`config.mk`:
```
export PLATFORM = sky130hd
export DESIGN_NAME = pvec_seq
export DESIGN_NICKNAME = d
export VERILOG_FILES = /design/src/rtl/pvec_seq.sv
export SDC_FILE = /design/constraint.sdc
export NUM_CORES = 1
export LEC_CHECK = 0
export ABC_AREA = 1
export BUFFER_PORTS_ARGS = -buffer_cell sky130_fd_sc_hd__clkbuf_2
export CORE_AREA = 5 5 304 306
export CTS_CLUSTER_DIAMETER = 100
export DETAILED_ROUTE_END_ITERATION = 10
export DIE_AREA = 0 0 309 311
export GPL_TIMING_DRIVEN = 0
export PLACE_DENSITY = 0.41
export SYNTH_ARGS = -nofsm -noshare
export SYNTH_HDL_FRONTEND = slang
export SYNTH_SLANG_ARGS = --single-unit
export TNS_END_PERCENT = 10
```
`constraint.sdc`:
```
create_clock -name clk -period 13 [get_ports clk]
set_clock_uncertainty 0.15 [all_clocks]
set_input_delay 2.6 -clock clk [delete_from_list [all_inputs] [get_ports clk]]
set_output_delay 2.6 -clock clk [all_outputs]
set_load 0.05 [all_outputs]
```
`src/rtl/pvec_seq.sv`:
```
module pvec_seq #(
  parameter int XLEN  = 32,
  parameter int NREG  = 32,
  parameter int MAXVL = 8,
  localparam int RW = $clog2(NREG),
  localparam int LW = $clog2(MAXVL + 1),
  localparam int IW = (MAXVL > 1) ? $clog2(MAXVL) : 1
) (
  input  logic            clk,
  input  logic            rst_n,
  input  logic            cfg_we,
  input  logic [RW-1:0]   cfg_dst,
  input  logic            cfg_en,
  input  logic [RW-1:0]   cfg_prd,
  input  logic            start,
  input  logic [2:0]      op,
  input  logic [RW-1:0]   rd,
  input  logic [RW-1:0]   rs1,
  input  logic [RW-1:0]   rs2,
  input  logic [LW-1:0]   vl_d,
  input  logic [LW-1:0]   vl_a,
  input  logic [LW-1:0]   vl_b,
  output logic            busy,
  output logic            done,
  output logic            err,
  output logic [RW-1:0]   ra_a,
  output logic [RW-1:0]   ra_b,
  output logic [RW-1:0]   ra_p,
  input  logic [XLEN-1:0] rd_a,
  input  logic [XLEN-1:0] rd_b,
  input  logic [XLEN-1:0] rd_p,
  output logic            we,
  output logic [RW-1:0]   wa,
  output logic [XLEN-1:0] wd
);
  typedef enum logic [1:0] {S_IDLE, S_RUN, S_DONE} st_t;

  st_t              st;
  logic [2:0]       op_q;
  logic [RW-1:0]    rd_q, rs1_q, rs2_q;
  logic             vec_a, vec_b, red_q, err_q;
  logic [IW-1:0]    idx, last_q;
  logic [MAXVL-1:0] msk;
  logic [XLEN-1:0]  acc;
  logic [NREG-1:0]  bnd_en;
  logic [RW-1:0]    bnd_reg [NREG];

  function automatic logic [XLEN-1:0] alu(input logic [2:0] c,
                                          input logic [XLEN-1:0] a,
                                          input logic [XLEN-1:0] b);
    case (c)
      3'd0:    return a + b;
      3'd1:    return a - b;
      3'd2:    return a & b;
      3'd3:    return a | b;
      3'd4:    return a ^ b;
      default: return '0;
    endcase
  endfunction

  wire            red_in = (vl_d == LW'(1)) && (vl_a > LW'(1));
  wire            bad_in = (op > 3'd4) || (red_in && op == 3'd1);
  wire [LW-1:0]   len_in = red_in ? vl_a : vl_d;
  wire            run    = (st == S_RUN);
  wire            at_end = (idx == last_q);

  wire [XLEN-1:0] base    = (idx == '0) ? rd_b : acc;
  wire [XLEN-1:0] red_val = msk[idx] ? alu(op_q, base, rd_a) : base;

  assign ra_a = vec_a ? rs1_q + RW'(idx) : rs1_q;
  assign ra_b = vec_b ? rs2_q + RW'(idx) : rs2_q;
  assign ra_p = bnd_reg[rd];

  assign we = run && (red_q ? at_end : msk[idx]);
  assign wa = red_q ? rd_q : rd_q + RW'(idx);
  assign wd = red_q ? red_val : alu(op_q, rd_a, rd_b);

  assign busy = (st != S_IDLE);
  assign done = (st == S_DONE);
  assign err  = done && err_q;

  always_ff @(posedge clk) begin
    if (!rst_n) begin
      bnd_en <= '0;
      for (int i = 0; i < NREG; i++) bnd_reg[i] <= '0;
    end else if (cfg_we) begin
      bnd_en[cfg_dst]  <= cfg_en;
      bnd_reg[cfg_dst] <= cfg_prd;
    end
  end

  always_ff @(posedge clk) begin
    if (!rst_n) begin
      st     <= S_IDLE;
      op_q   <= '0;
      rd_q   <= '0;
      rs1_q  <= '0;
      rs2_q  <= '0;
      vec_a  <= 1'b0;
      vec_b  <= 1'b0;
      red_q  <= 1'b0;
      err_q  <= 1'b0;
      idx    <= '0;
      last_q <= '0;
      msk    <= '0;
      acc    <= '0;
    end else begin
      case (st)
        S_IDLE: if (start) begin
          op_q   <= op;
          rd_q   <= rd;
          rs1_q  <= rs1;
          rs2_q  <= rs2;
          vec_a  <= vl_a > LW'(1);
          vec_b  <= (vl_b > LW'(1)) && !red_in;
          red_q  <= red_in;
          err_q  <= bad_in;
          idx    <= '0;
          last_q <= IW'(len_in - LW'(1));
          msk    <= bnd_en[rd] ? rd_p[MAXVL-1:0] : '1;
          st     <= bad_in ? S_DONE : S_RUN;
        end
        S_RUN: begin
          acc <= red_val;
          if (at_end) st <= S_DONE;
          else        idx <= idx + IW'(1);
        end
        default: st <= S_IDLE;
      endcase
    end
  end
endmodule


```
# Word-level counts from Yosys, hierarchy flattened
# Memory sizes are Yosys's and may differ from the RTL's.
# Index checks and enable logic that the tools add are counted.
[op_classes]
n_addsub = 9
bitwise = 6
n_eq_ne = 12
reduce_logical = 17
muxes = 32
magnitude_cmp = 7
[op_table]
columns = ["operator", "n"]
rows = [
  ["$pmux 32 s5", 2],
  ["$mux 32", 3],
  ["$add 32x32->32", 2],
  ["$and 32x32->32", 2],
  ["$or 32x32->32", 2],
  ["$sub 32x32->32", 2],
  ["$xor 32x32->32", 2],
  ["$bwmux 32", 1],
  ["$mux 5", 5],
  ["$add 5x3->5", 3],
  ["$lt 5x6->1 const B", 2],
  ["$mux 1", 9],
  ["$mux 3", 3],
  ["$gt 4x1->1 const B", 2],
  ["$mux 8", 1],
  ["$eq 3x1->1 const B", 2],
  ["$eq 3x2->1 const B", 2],
  ["$logic_and 1x1->1", 6],
  ["$logic_not 3->1", 2],
  ["$mux 2", 3],
  ["$pmux 3 s2", 1],
  ["$bmux 1 s5", 1],
  ["$demux 1 s5", 1],
  ["$ge 5x1->1 const B", 1],
  ["20 further kinds", 23],
]
[word_totals]
ff_bits = 102
input_bits = 141
mem_count = 1
mem_bits_rw = 160
[mem_list]
columns = ["name", "words", "word_bits", "read_ports", "rd_clocked_by_memory_dff", "write_ports", "line_no", "text"]
rows = [
  ["bnd_reg", 32, 5, 1, 0, 32, "46", "logic [RW-1:0] bnd_reg [NREG];"],
]

# Logic depth before layout (Yosys ltp)
[depth]
depth_word = 7
ltp_mapped = 29
ltp_nobuf = 29

# Worst setup path before layout
# No wires, ideal clock.
[synth_timing]
path_kind = "input to output"
start = "input rd_a[1]"
end = "output wd[31]"
slack_ns = 4.729
path_stages = 27
arrival_ns = 5.521
path_cell_list = "inv_1 ha_1 nand3_1 nor2_1 nand2_1 nor3_2 nand3_1 nor2_2 nand3_1 nand2_1 o21ai_0 xor2_1 ha_1 nand2_1 nor2_1 nand2_1 inv_1 nand2_1 nand2_1 a21oi_1 nand2_1 nand3_1 nand2_1 nand2_1 nand2_1 nand2_1 nand2_1"
[synth_via]
elab_chain_cells = 4
[synth_rtl]
columns = ["item", "line_no", "text"]
rows = [
  ["start: declaration", "29", "input logic [XLEN-1:0] rd_a,"],
  ["$sub 32x32->32 / $add 32x32->32 (equally long branches)", "53, 52", ""],
  ["$pmux 32 s5", "51", "case (c)"],
  ["$mux 32", "68", "wire [XLEN-1:0] red_val = msk[idx] ? alu(op_q, base, rd_a) : base;"],
  ["$mux 32 *", "76", "assign wd = red_q ? red_val : alu(op_q, rd_a, rd_b);"],
  ["end: declaration", "34", "output logic [XLEN-1:0] wd"],
]
# Every way passes the cells marked *; elsewhere a longest branch is shown, timed or not.

# Worst setup path after layout
[layout_timing]
start = "input rd_a[1]"
end = "output wd[26]"
# The elaborated chain is that of the path after synthesis.

==> out/metrics.cfg <==
[detailed_routing]
vias_per_cell = 4.88
finalWirelength_mm = 103
ant_nets = 0
drt_first_pass_iters = 5
drt_iter0_markers = 1844
drc = 0
via_count = 22700
wl_per_cell_um = 22.0

[timing]
worstMarginPinSlew_ns = 0.964
max_slew_margin_pct = 35.7
rsz0062_at_grt = no
fin_ws_ns = 3.33
fmax_mhz = 103
slew_viol_final = 0
hold_viol = 0
timing.final.crit_share_pct = 74.4
setup-violations-final = 0
min_period_ns = 9.67
fin_setup_tns_ns = 0
holdWs_ns = 0.336

[global_route]
antenna_found_initial = 3
grt_max_degree = 13
grt_overflow = 0
grt_pass1_wl_mm = 149
grt_pass1_vias = 22100
grt_usage_pct = 20.6

[power_and_ir_drop]
peakVddDrop_v = 0.0000968
p_int_mw = 1.88
seqPwrFrac_pct = 27.8
sw_frac_of_total_pct = 45.3
p_comb_share_pct = 43.4
cellLeakagePower_nw = 12.0
clockPowerShare_pct = 28.8
p_total_mw = 3.43
switchingPower_mw = 1.55
p_per_area_mw_per_mm2 = 134

[logic_synthesis]
yosysTopAreaCell = edfxtp_1
synth_area_mm2 = 0.0221
syn_nets = 3598
synth.distinct_cells = 57
async_reset_ff_share_pct = 0
synth_ff_type = edfxtp_1
yosysTopAreaCellShare_pct = 21.7
ys_seq_elements = 262
ys_warn_count = 0
synth_enable_flop_cells = 160
yosysSeqAreaShare_pct = 30.9
syn_inst = 3247
synth.avg_cell_area_um2 = 6.82
synth_area_leaders = edfxtp_1 22%, nand2_1 13%, ha_1 12%

[cells_and_area]
finalNetCount = 3802
drive_above_1_share_pct = 8.59
stdcell_area_mm2 = 0.0256
post-route-util_pct = 28.6
largest_reg_flops = 160
layout.cells.non_filler = 4657
syn_to_final_growth_pct = 15.6

[clocking]
post_cts_buffers = 0
cts_hold_buf = 0
cts_max_level = 2
cts.sink_count = 262
cts_resized = 0
cts_tree = yes
clockBufferDepth = 3
cts_root_buf = clkbuf_16
clk_latency_ns = 0.60
clkSlewWorstSetupHoldPaths_ns = 0.06
cts_made_buffers = 36

[die]
start_util_pct = 24.8
fp.dieW_um = 309
die_h_um = 311
dieArea_mm2 = 0.0961
io_pins = 197
rows = 110
core_area_mm2 = 0.0893

[worst_setup_path]
ff2ff_path_depth = 22
critPathLaunchType = input pin
reg2reg_slack_ns = 8.12
endpoint_kind = output pin
arrival_ns = 6.92
crit_required_ns = 10.25
worstReg2RegStart = idx[1]
critical_path_class = input pin to output pin
crit_fanout = 6
regToRegEndpoint = acc[24]

[job]
cap_violations = 0

[placed_design]
place_inst = 4589
dp_hpwl_mm = 81.5
gp_congestion = 0.892
place_area_mm2 = 0.0244
pre_cts_ws_ns = 3.34
port_buffers = 166

[hold_path]
min_path_type = register to register
hp-start = bnd_en[21]
min_path_cells = 2
holdPathEnd = bnd_en[21]

[run_status]
status = finished clean

[critical path: stages]
cell and delay, ns:
clkbuf_2 0.16, inv_1 0.26, ha_1 0.23, nand3_1 0.10
nor2_1 0.10, nand2_1 0.10, nor3_2 0.21, nand3_1 0.21
nor2_2 0.28, a21oi_1 0.17, xor2_1 0.19, ha_1 0.43
nand2_1 0.18, nor2_1 0.25, nand2_1 0.15, nor3_1 0.15
nand2_1 0.16, nand3_1 0.12, nand3_1 0.17, nand2_1 0.11
nand2_1 0.07, nand2_1 0.08, nand2_1 0.05, nand2_1 0.09
clkbuf_2 0.27
[layer usage]
layer / wire length, µm / part of all wire, % / track usage, %
met5: 13 / 0.013 / 0
met4: 3510 / 3.4 / 6.25
met3: 5140 / 5.0 / 2.24
met2: 46500 / 45 / 33.6
met1: 47500 / 46 / 28.6
[logic make-up (layout without fill, tap and decap cells)]
logic type	after synthesis	count (layout)	share of synthesized area (%)
DFF	262	262	30.9
and+or+nand+nor	1565	1565	28.8
AOI/OAI and AO/OA	597	597	15.9
adders and majority gates	210	210	12.0
other	0	2	0
xor gates and xnor gates	69	69	2.73
buffers and inverters	544	776	9.59
[cell type report]
type	instances	area, µm²
antenna	2	5.00
buffer	139	601
clock buffer	50	985
clock inverter	16	165
fill	10100	63700
inverter	405	1520
multi-input combinational	2441	13200
sequential	262	6850
tap	1176	1470
timing repair buffer	166	831
[worst max-delay path by stage]
stage	startpoint	end	slack [ns]
detailed placement	rd_a[1]	wd[26]	3.34
finish	rd_a[1]	wd[26]	3.33
global route	rd_a[1]	wd[31]	2.98
CTS	rd_a[1]	wd[26]	3.32
global placement	rd_a[1]	wd[26]	3.27
floorplan	rd_a[1]	wd[31]	4.73
[Yosys cell counts, types with 6 or more instances]
cell	count
dfxtp_1	102
nand3_1	177
o22ai_1	24
a21oi_1	125
o221ai_1	34
o21ai_1	38
nand3b_1	10
o2111ai_1	14
nor3_1	29
a31oi_1	6
o211ai_1	8
a221oi_1	47
o21ai_0	264
nor4_1	7
edfxtp_1	160
nand4_1	23
ha_1	205
xor2_1	66
nand2_1	776
buf_2	33
clkbuf_1	87
nor2_1	504
inv_1	397
buf_1	12
or2_2	24
[power groups by stage]
stage / clock network [mW] / logic (mW) / registers (mW)
2_1_floorplan: 0 / 0.979 / 0.962
3_3_place_gp: 0 / 1.48 / 0.970
3_5_place_dp: 0 / 1.48 / 0.970
4_1_cts: 1.00 / 1.48 / 0.953
5_1_grt: 1.04 / 1.64 / 0.958
6_report: 0.985 / 1.49 / 0.953
[cells in the final DEF (no fill, tap or decap), drive strengths merged, types with 6 or more instances in the layout]
| cell type | n |
|---|---|
| o221ai | 34 |
| a21oi | 126 |
| nor2 | 509 |
| ha | 205 |
| nand3 | 177 |
| a21boi | 6 |
| a221oi | 47 |
| or2 | 25 |
| clkbuf | 303 |
| nor3 | 32 |
| o2111ai | 14 |
| o211ai | 9 |
| clkinv | 14 |
| nand4 | 23 |
| a31oi | 6 |
| inv | 406 |
| xor2 | 66 |
| edfxtp | 160 |
| dfxtp | 102 |
| buf | 52 |
| nor4 | 7 |
| o22ai | 24 |
| o21ai | 302 |
| nand2 | 779 |
| nand3b | 10 |
Power figures use the tool's default switching activity.
